**src/rtl/cfg_loader_pkg.sv**
```systemverilog
// Shared definitions for the synthesizer configuration loader.
// Assumes the test selector is two bits wide.
package cfg_loader_pkg;
    typedef enum logic [1:0] {
        TSEL_LOW  = 2'b00,
        TSEL_SDAT = 2'b01,
        TSEL_MDIV = 2'b10,
        TSEL_FOUT = 2'b11
    } tsel_e;
endpackage

```
**src/rtl/cfg_sync.sv**
```systemverilog
// Multi-stage synchroniser for a bus of independent asynchronous bits.
// Assumes each bit is a level that is held for several system clocks.
module cfg_sync #(
    parameter int             W      = 1,
    parameter int             STAGES = 2,
    parameter logic [W-1:0]   RST_V  = '0
) (
    input  logic         clk,
    input  logic         rst_n,
    input  logic [W-1:0] d_i,
    output logic [W-1:0] q_o
);
    logic [W-1:0] stg [STAGES];

    genvar g;
    generate
        for (g = 0; g < STAGES; g++) begin : g_stage
            // Purpose: one flop rank of the synchroniser chain.
            always_ff @(posedge clk) begin
                if (!rst_n)
                    stg[g] <= RST_V;
                else if (g == 0)
                    stg[g] <= d_i;
                else
                    stg[g] <= stg[(g == 0) ? 0 : g-1];
            end
        end
    endgenerate

    assign q_o = stg[STAGES-1];
endmodule

```
**src/rtl/cfg_regs.sv**
```systemverilog
// Holds the active divide and test values plus the serial shift register.
// Parallel mode has priority. A serial load fires on a rising serial load
// strobe, or on a serial clock rise while that strobe is high, and always
// uses the shift value that includes the current cycle's shift.
// Assumes all inputs come already synchronised to clk.
module cfg_regs #(
    parameter int             M_W   = 9,
    parameter int             N_W   = 2,
    parameter int             T_W   = 2,
    parameter logic [M_W-1:0] DEF_M = 9'd28,
    parameter logic [N_W-1:0] DEF_N = 2'd1
) (
    input  logic           clk,
    input  logic           rst_n,
    input  logic           sclk,
    input  logic           sdat,
    input  logic           sld,
    input  logic           pld_n,
    input  logic [M_W-1:0] pm,
    input  logic [N_W-1:0] pn,
    output logic [M_W-1:0] m_q,
    output logic [N_W-1:0] n_q,
    output logic [T_W-1:0] t_q
);
    localparam int FR_W = T_W + 1 + N_W + M_W;

    logic [FR_W-1:0] sh_q, sh_nx;
    logic            sclk_d, sld_d;
    logic            sclk_rise, sld_rise, shift_en, load_ser;

    // Purpose: find edges, select the next shift value and the load condition.
    always_comb begin
        sclk_rise = sclk & ~sclk_d;
        sld_rise  = sld & ~sld_d;
        shift_en  = pld_n & sclk_rise;
        sh_nx     = shift_en ? {sh_q[FR_W-2:0], sdat} : sh_q;
        load_ser  = pld_n & (sld_rise | (sld & sclk_rise));
    end

    // Purpose: update edge history, shift register and active setup.
    always_ff @(posedge clk) begin
        if (!rst_n) begin
            sclk_d <= 1'b0;
            sld_d  <= 1'b0;
            sh_q   <= '0;
            m_q    <= DEF_M;
            n_q    <= DEF_N;
            t_q    <= '0;
        end else begin
            sclk_d <= sclk;
            sld_d  <= sld;
            sh_q   <= sh_nx;
            if (!pld_n) begin
                m_q <= pm;
                n_q <= pn;
            end else if (load_ser) begin
                m_q <= sh_nx[M_W-1:0];
                n_q <= sh_nx[M_W+N_W-1:M_W];
                t_q <= sh_nx[FR_W-1 -: T_W];
            end
        end
    end
endmodule

```
**src/rtl/cfg_test_mux.sv**
```systemverilog
// Chooses the test output source from the test selector.
// Assumes the monitor clocks go through without being registered.
module cfg_test_mux
    import cfg_loader_pkg::*;
(
    input  logic [1:0] t_sel,
    input  logic       mreset,
    input  logic       pld_n,
    input  logic       sdat,
    input  logic       mdiv,
    input  logic       fout,
    output logic       test_o
);
    // Purpose: gate the output, then select its source.
    always_comb begin
        test_o = 1'b0;
        if (!mreset && pld_n) begin
            case (tsel_e'(t_sel))
                TSEL_LOW:  test_o = 1'b0;
                TSEL_SDAT: test_o = sdat;
                TSEL_MDIV: test_o = mdiv;
                TSEL_FOUT: test_o = fout;
                default:   test_o = 1'b0;
            endcase
        end
    end
endmodule

```
**src/rtl/synth_cfg_loader.sv**
```systemverilog
// Top of the synthesizer configuration loader: input synchroniser,
// register bank and test output mux.
// Assumes the strobes and the serial clock are slow next to clk.
module synth_cfg_loader #(
    parameter int             M_W    = 9,
    parameter int             N_W    = 2,
    parameter int             T_W    = 2,
    parameter int             STAGES = 2,
    parameter logic [M_W-1:0] DEF_M  = 9'd28,
    parameter logic [N_W-1:0] DEF_N  = 2'd1
) (
    input  logic           clk,
    input  logic           rst_n,
    input  logic           mreset,
    input  logic           ser_clk,
    input  logic           ser_dat,
    input  logic           ser_ld,
    input  logic           par_ld_n,
    input  logic [M_W-1:0] par_m,
    input  logic [N_W-1:0] par_n,
    input  logic           mdiv_mon,
    input  logic           fout_mon,
    output logic [M_W-1:0] m_val,
    output logic [N_W-1:0] n_sel,
    output logic [T_W-1:0] t_bits,
    output logic           test_o
);
    localparam int           SB_W  = N_W + M_W + 4;
    localparam logic [SB_W-1:0] SB_RST = SB_W'(8);

    logic [SB_W-1:0] raw_bus, sync_bus;
    logic            s_sclk, s_sdat, s_sld, s_pld_n;
    logic [M_W-1:0]  s_pm;
    logic [N_W-1:0]  s_pn;

    assign raw_bus = {par_n, par_m, par_ld_n, ser_ld, ser_dat, ser_clk};
    assign {s_pn, s_pm, s_pld_n, s_sld, s_sdat, s_sclk} = sync_bus;

    cfg_sync #(.W(SB_W), .STAGES(STAGES), .RST_V(SB_RST)) u_sync (
        .clk(clk), .rst_n(rst_n), .d_i(raw_bus), .q_o(sync_bus)
    );

    cfg_regs #(.M_W(M_W), .N_W(N_W), .T_W(T_W), .DEF_M(DEF_M), .DEF_N(DEF_N)) u_regs (
        .clk(clk), .rst_n(rst_n), .sclk(s_sclk), .sdat(s_sdat), .sld(s_sld),
        .pld_n(s_pld_n), .pm(s_pm), .pn(s_pn),
        .m_q(m_val), .n_q(n_sel), .t_q(t_bits)
    );

    cfg_test_mux u_tmux (
        .t_sel(t_bits[1:0]), .mreset(mreset), .pld_n(s_pld_n), .sdat(s_sdat),
        .mdiv(mdiv_mon), .fout(fout_mon), .test_o(test_o)
    );
endmodule

```
**config.mk**
```make
export PLATFORM = sky130hd
export DESIGN_NAME = synth_cfg_loader
export DESIGN_NICKNAME = d
export VERILOG_FILES = /design/src/rtl/cfg_loader_pkg.sv /design/src/rtl/cfg_sync.sv /design/src/rtl/cfg_regs.sv /design/src/rtl/cfg_test_mux.sv /design/src/rtl/synth_cfg_loader.sv
export SDC_FILE = /design/constraint.sdc
export NUM_CORES = 1
export LEC_CHECK = 0
export ABC_AREA = 1
export BUFFER_PORTS_ARGS = -buffer_cell sky130_fd_sc_hd__buf_2
export CORE_MARGIN = 8
export CORE_UTILIZATION = 55
export DETAILED_ROUTE_END_ITERATION = 6
export PLACE_DENSITY = 0.76
export SYNTH_ARGS = -nofsm -noshare
export SYNTH_HDL_FRONTEND = slang
export SYNTH_SLANG_ARGS = --single-unit
```
**constraint.sdc**
```tcl
create_clock -name clk -period 1.4 [get_ports clk]
set_input_delay 0.28 -clock clk [delete_from_list [all_inputs] [get_ports clk]]
set_output_delay 0.28 -clock clk [all_outputs]
set_load 0.05 [all_outputs]
```
==> flow_summary.ini, run 1 <==
[run_status]
run_status = finished with violations
failing_checks = negative setup slack

[setup_path]
worst_ep_arrival_time_ps = 1140
cp_data_required_time_ps = 1120
critical_path.reg2reg.startpoint = u_sync.stg[1][3]
r2r.worst_path.cells = 9
capturing_element_type_of_the_critical_path = output pin
crit_type = reg -> out
crit_fanout = 5
startpoint_type_of_the_worst_setup_path = flip-flop
timing.rr.end = u_regs.n_q[1]
reg2reg_setup_slack_ps = 100

[sta]
finalHoldViolCount = 0
final.min_clock_period_ps = 1420
drv_slew = 0
slew-limit-headroom_pct = 76.74
worstMarginPinSlew_ps = 348.9
final.setup_skew_ps = 7.308
fmax_mhz = 704.0
fin_hold_ws_ps = 126.0
unrepaired_setup_endpoints_after_global_routing = yes
finalSetupViolCount = 1
period_share_pct = 101.5
tns_ps = -20.43
worst_slack_ps = -20.43

[floorplan]
die_y_um = 78.65
floorplan.die_area_mm2 = 0.006185
top_level_ports = 34
starting_utilization_of_the_core_area_pct = 58.08
core_area_mm2 = 0.003716
rows = 22
x_dimension_of_the_die_um = 78.65

[power_and_ir_drop]
net_load_switching_power_mw = 0.8998
switching_share_pct = 24.73
power.density_mw_per_mm2 = 1371
int_pwr_mw = 2.738
irDropWorstVdd_mv = 0.8137
p_clk_share_pct = 41.9
seq_pwr_share_pct = 49.1
power.combinational.fraction_pct = 9.0
power.static_leakage_nw = 1.410

[cells_and_area]
antennaDiodeCount = 0
drive_above_1_share_pct = 26.23
layout.cells.most_common_list = sky130_fd_sc_hd__nand2_1 (69), sky130_fd_sc_hd__dfxtp_1 (55), sky130_fd_sc_hd__inv_1 (47), sky130_fd_sc_hd__buf_2 (32), sky130_fd_sc_hd__nor2_1 (30)
num-nets-final = 339
mostFrequentLayoutCell = sky130_fd_sc_hd__nand2_1
flow.area_growth_from_synthesis_pct = 22.90

[detailed_routing]
num_vias = 1708
wl_mm = 3.949
drt_pre_antenna_iters = 4
detail-route-antenna-nets = 0
detail_route.drc_violations = 0
viasPerCell = 4.591
detailedRoute.firstIterationViolations = 122
drt-wirelength-per-cell_um = 10.62

[hold_path]
min-delay-path-class = in -> reg
hold_end = u_sync.stg[0][10]
hold-path-cell-count = 3
worstHoldStart = par_m[6]

[clock_network]
clock_tree_from_tritoncts = built
clock_insertion_delay_worst_skew_ps = 330
max-clock-path-buffers = 2
cts_hold_repair.buffers = 0
clock-root-buffer = sky130_fd_sc_hd__clkbuf_8
cts.htree.levels = 3
cts.clk_slew.worst_paths_ps = 70
numClockSinks = 59
numCtsBuffers = 9

[synth]
synth.ff_latch_count = 59
synth_cell_types = 20
yosysTopAreaCellShare_pct = 54.72
net_count_of_the_mapped_netlist = 296
synth_top_cells_by_area = sky130_fd_sc_hd__dfxtp_1 (55%), sky130_fd_sc_hd__nand2_1 (12%), sky130_fd_sc_hd__inv_1 (8.3%)
synthesis.instances = 276
yosys_warnings = 0
avgSynthCellArea_um2 = 7.820
sequential_to_total_area_share_from_yosys_stat_pct = 54.72
post-synth-top-area-cell = sky130_fd_sc_hd__dfxtp_1
cell_area_synth_mm2 = 0.002158

[grt]
grt_pass1_wl_mm = 7.093
grt_util_met2_pct = 22.78
antenna_found_initial = 0
track_usage_pct = 14.51
global_route.usage.met3_pct = 5.353
globalRouteOverflowTotal = 0
maximum_number_of_pins_on_one_net_before_global_route_repair = 39
grt_util_met1_pct = 15.89
busiest_layer = met2
first_global_vias = 1658

[place]
place_hpwl_mm = 2.699
total_of_buffers_placed_on_input_and_output_ports = 33
gp_congestion = 0.8196

[flow_run]
drv.max_cap_violation_count = 0
[area by class of cell]
| type | count | area, um2 |
|---|---|---|
| well taps | 48 | 60.06 |
| inverters | 50 | 187.7 |
| clock inverters | 6 | 65.06 |
| fillers | 310 | 1064 |
| multi-input cells | 155 | 734.5 |
| repair buffers | 44 | 279.0 |
| flip-flops and latches | 59 | 1189 |
| clock buffers | 10 | 137.6 |
[synth_stat cells]
| cell type | instances |
|---|---|
| sky130_fd_sc_hd__clkbuf_1 | 3 |
| sky130_fd_sc_hd__buf_4 | 3 |
| sky130_fd_sc_hd__a21oi_1 | 8 |
| sky130_fd_sc_hd__inv_2 | 2 |
| sky130_fd_sc_hd__buf_2 | 4 |
| sky130_fd_sc_hd__dfxtp_1 | 59 |
| sky130_fd_sc_hd__or2_2 | 2 |
| sky130_fd_sc_hd__a211oi_1 | 2 |
| sky130_fd_sc_hd__nor2_1 | 34 |
| sky130_fd_sc_hd__o21ai_1 | 3 |
| sky130_fd_sc_hd__nand2_1 | 69 |
| sky130_fd_sc_hd__nand4_1 | 12 |
| sky130_fd_sc_hd__o21ai_0 | 4 |
| sky130_fd_sc_hd__nand2_2 | 9 |
| sky130_fd_sc_hd__buf_6 | 2 |
| sky130_fd_sc_hd__nand3_4 | 2 |
| sky130_fd_sc_hd__o221ai_1 | 1 |
| sky130_fd_sc_hd__and2_1 | 3 |
| sky130_fd_sc_hd__nand3_1 | 6 |
| sky130_fd_sc_hd__inv_1 | 48 |
[metrics by stage]
step                total power, mW  util [%]  cell area (um2)  setup WS (ps)  instances
floorplan                     2.058         -             2186          18.93        276
global placement              2.142     65.05             2417          132.9        354
detailed placement            2.147     65.05             2417          108.8        354
CTS                           3.682     70.91             2635         -73.76        371
global route                  3.827     71.38             2653         -90.95        372
finish                        3.638     71.38             2653         -20.43        372
[critical path: stages (launching register included)]
cell and delay, ps:
sky130_fd_sc_hd__dfxtp_2 370, sky130_fd_sc_hd__nand2_1 70, sky130_fd_sc_hd__o221ai_2 180, sky130_fd_sc_hd__nor2_4 40, sky130_fd_sc_hd__buf_6 150
[timing repair]
| item | CTS | global route |
|---|---|---|
| endpoints found under the setup margin | 1 | 2 |
| pin swaps | 2 | 0 |
| resized for setup | 3 | 5 |
| setup buffers | 1 | 1 |
[sequential cells by signal, indices dropped and copies added (netlist names)]
| register | count |
|---|---|
| u_sync.stg | 30 |
| u_regs.sh_q | 14 |
| u_regs.m_q | 9 |
| u_regs.n_q | 2 |
| u_regs.t_q | 2 |
| u_regs.sclk_d | 1 |
| u_regs.sld_d | 1 |
[worst max-delay path by stage]
stage                           startpoint      to  slack [ps]
final                        u_regs.t_q[0]  test_o         -20
after global routing      u_sync.stg[1][3]  test_o         -90
after CTS                 u_sync.stg[1][3]  test_o         -70
after detailed placement  u_sync.stg[1][3]  test_o         110
after global placement    u_sync.stg[1][3]  test_o         130
after floorplan           u_sync.stg[1][3]  test_o          20
[cell families (layout without fill, tap and decap cells)]
| family | count (synthesis) | in the layout | synth area share (%) |
|---|---|---|---|
| AOI/OAI and AO/OA | 18 | 18 | 4.579 |
| buffers and inverters | 62 | 110 | 12.23 |
| DFF | 59 | 59 | 54.72 |
| and+or+nand+nor | 137 | 137 | 28.46 |
[power groups by stage]
| stage | clock (mW) | combinational (mW) | sequential, mW |
|---|---|---|---|
| after floorplan | 0 | 0.178 | 1.88 |
| after global placement | 0 | 0.319 | 1.82 |
| after detailed placement | 0 | 0.322 | 1.82 |
| after CTS | 1.57 | 0.327 | 1.79 |
| after global routing | 1.67 | 0.366 | 1.79 |
| final | 1.52 | 0.328 | 1.79 |
[layer usage]
layer / wire, um / vias to the layer above / part of all wire (%)
met5: 0 / - / 0
met4: 88 / 0 / 2.2
met3: 201 / 8 / 5.1
met2: 1810 / 44 / 46
met1: 1848 / 742 / 47
li1: - / 914 / -
Note: power is estimated with default switching activity, not from simulation.
==> run 2: changes to the inputs <==
- CORE_UTILIZATION: 55 -> 58
- CTS_BUF_LIST: default -> sky130_fd_sc_hd__clkbuf_8
- PLACE_DENSITY: 0.76 -> 0.79
==> flow_summary.ini, run 2 (synthesized netlist as in run 1, its figures left out) <==
[power_and_ir_drop]
irDropWorstVdd_mv = 0.8058
power.static_leakage_nw = 1.389
power.density_mw_per_mm2 = 1277
finalPower_mw = 3.315

[setup_path]
startpoint_type_of_the_worst_setup_path = flip-flop
cp_num_cells = 5
crit_type = reg -> out
critPathSlowestCell = sky130_fd_sc_hd__dfxtp_2
r2r.worst_path.cells = 9
endpoint = test_o
critical_path.top_delay_family = flip-flops
worst_ep_arrival_time_ps = 1140
timing.critical_path.buf_inv = 2
critical_path_max_stage_delay_ps = 340
cp_data_required_time_ps = 1120
crit_fanout = 2
critical_path.startpoint = u_sync.stg[1][3]
critical_path.reg2reg.startpoint = u_sync.stg[1][3]
timing.rr.end = u_regs.m_q[0]
reg2reg_setup_slack_ps = 80
capturing_element_type_of_the_critical_path = output pin
worstPathCellList = inv_2, nor2_2, o221ai_2, nor2_4, buf_6

[sta]
fin_hold_ws_ps = 124.7
period_share_pct = 101.6
finalSetupViolCount = 1
tns_ps = -22.63
finalHoldViolCount = 0
unrepaired_setup_endpoints_after_global_routing = yes
worst_slack_ps = -22.63
slew-limit-headroom_pct = 75.57
final.setup_skew_ps = 5.311
final.min_clock_period_ps = 1423
worstMarginPinSlew_ps = 366.5
drv_slew = 0
fmax_mhz = 702.9

[clock_network]
clock_tree_from_tritoncts = built
numClockSinks = 59
cts.htree.levels = 3
max-clock-path-buffers = 2
clock-root-buffer = sky130_fd_sc_hd__clkbuf_8
numCtsBuffers = 9
clock_insertion_delay_worst_skew_ps = 330
cts.clk_slew.worst_paths_ps = 60

[detailed_routing]
wl_mm = 3.928
num_vias = 1680
drt-wirelength-per-cell_um = 10.67
viasPerCell = 4.565
detail-route-antenna-nets = 0
detailedRoute.firstIterationViolations = 129
drt_pre_antenna_iters = 4
detail_route.drc_violations = 0

[floorplan]
rows = 22
die_y_um = 77
floorplan.die_area_mm2 = 0.005929
x_dimension_of_the_die_um = 77
top_level_ports = 34
starting_utilization_of_the_core_area_pct = 59.40
core_area_mm2 = 0.003633

[run_status]
run_status = finished with violations
failing_checks = negative setup slack

[cells_and_area]
fillerInstances = 301
antennaDiodeCount = 0
layout.cells.most_common_list = sky130_fd_sc_hd__nand2_1 (69), sky130_fd_sc_hd__dfxtp_1 (55), sky130_fd_sc_hd__inv_1 (48), sky130_fd_sc_hd__buf_2 (32), sky130_fd_sc_hd__nor2_1 (30)
sequential_cell_area_mm2 = 0.001186
drive_above_1_share_pct = 25.31
multiInputGateArea_um2 = 738.2
largest_register_ffs = 30
final_util_pct = 71.45
layout_top_registers = u_sync.stg x30, u_regs.sh_q x14, u_regs.m_q x9
num-nets-final = 337
registers.top_by_ff_count = u_sync.stg
flow.area_growth_from_synthesis_pct = 20.29
mostFrequentLayoutCell = sky130_fd_sc_hd__nand2_1

[hold_path]
min-delay-path-class = in -> reg

[grt]
first_global_vias = 1611
grt_pass1_wl_mm = 6.872
track_usage_pct = 14.54
antenna_found_initial = 0
globalRouteOverflowTotal = 0
maximum_number_of_pins_on_one_net_before_global_route_repair = 39

[place]
total_of_buffers_placed_on_input_and_output_ports = 33
gp_congestion = 0.8265
place_hpwl_mm = 2.754
pre_cts_ws_ps = 111.1

[flow_run]
drv.max_cap_violation_count = 0
run 2: changes by cell type in the layout (fill, tap and decap cells not counted), sizes merged:
cell,delta
clkinvlp,-1
bufinv,-1
clkbuf,-1
buf,-2
inv,+1
run 2: area by class of cell:
type	instances	area share, %
tap	48	2.313
timing repair buffer	42	10.65
clock buffer	9	4.771
multi-input combinational	155	28.43
sequential	59	45.69
inverter	50	7.229
clock inverter	5	0.9157
run 2: worst min-delay path by stage:
stage,startpoint,to,slack [ps],cells after the start
floorplan,ser_clk,u_sync.stg[0][0],380,2
global placement,u_sync.stg[0][11],u_sync.stg[1][11],390,2
detailed placement,u_sync.stg[0][7],u_sync.stg[1][7],400,2
CTS,par_m[0],u_sync.stg[0][4],110,3
global route,par_ld_n,u_sync.stg[0][3],130,2
finish,par_m[0],u_sync.stg[0][4],120,3
run 2: report_power, final:
group          switching, mW  total, mW  internal (mW)
Combinational          0.214      0.331          0.116
Clock                  0.595       1.20          0.600
Sequential            0.0310       1.79           1.76
run 2: timing repair:
item / in CTS / in global routing
cloned: 0 / 0
buffers inserted: 1 / 1
resized for setup: 4 / 4
pin swaps: 2 / 0
endpoints found under the setup margin: 1 / 10
hold buffers: 0 / 0
run 2: worst register-to-register path: cells and delay by family, from the launching register on:
family	cells	cell delay (ps)
buffers and inverters	3	420
and+or+nand+nor	6	490
DFF	1	340
run 2: stage by stage:
step | area [um2] | instances
after global routing | 2596 | 368
final | 2596 | 368
after CTS | 2579 | 367
after global placement | 2415 | 352
after detailed placement | 2415 | 352
after floorplan | 2186 | 276
run 2: layer usage:
metal | up-vias | GRT usage, % | routed length, um
met2 | 32 | 22.85 | 1792
met4 | 0 | 10.57 | 89
li1 | 909 | - | -
met5 | - | 0 | 0
met1 | 729 | 16.05 | 1872
met3 | 10 | 4.895 | 173
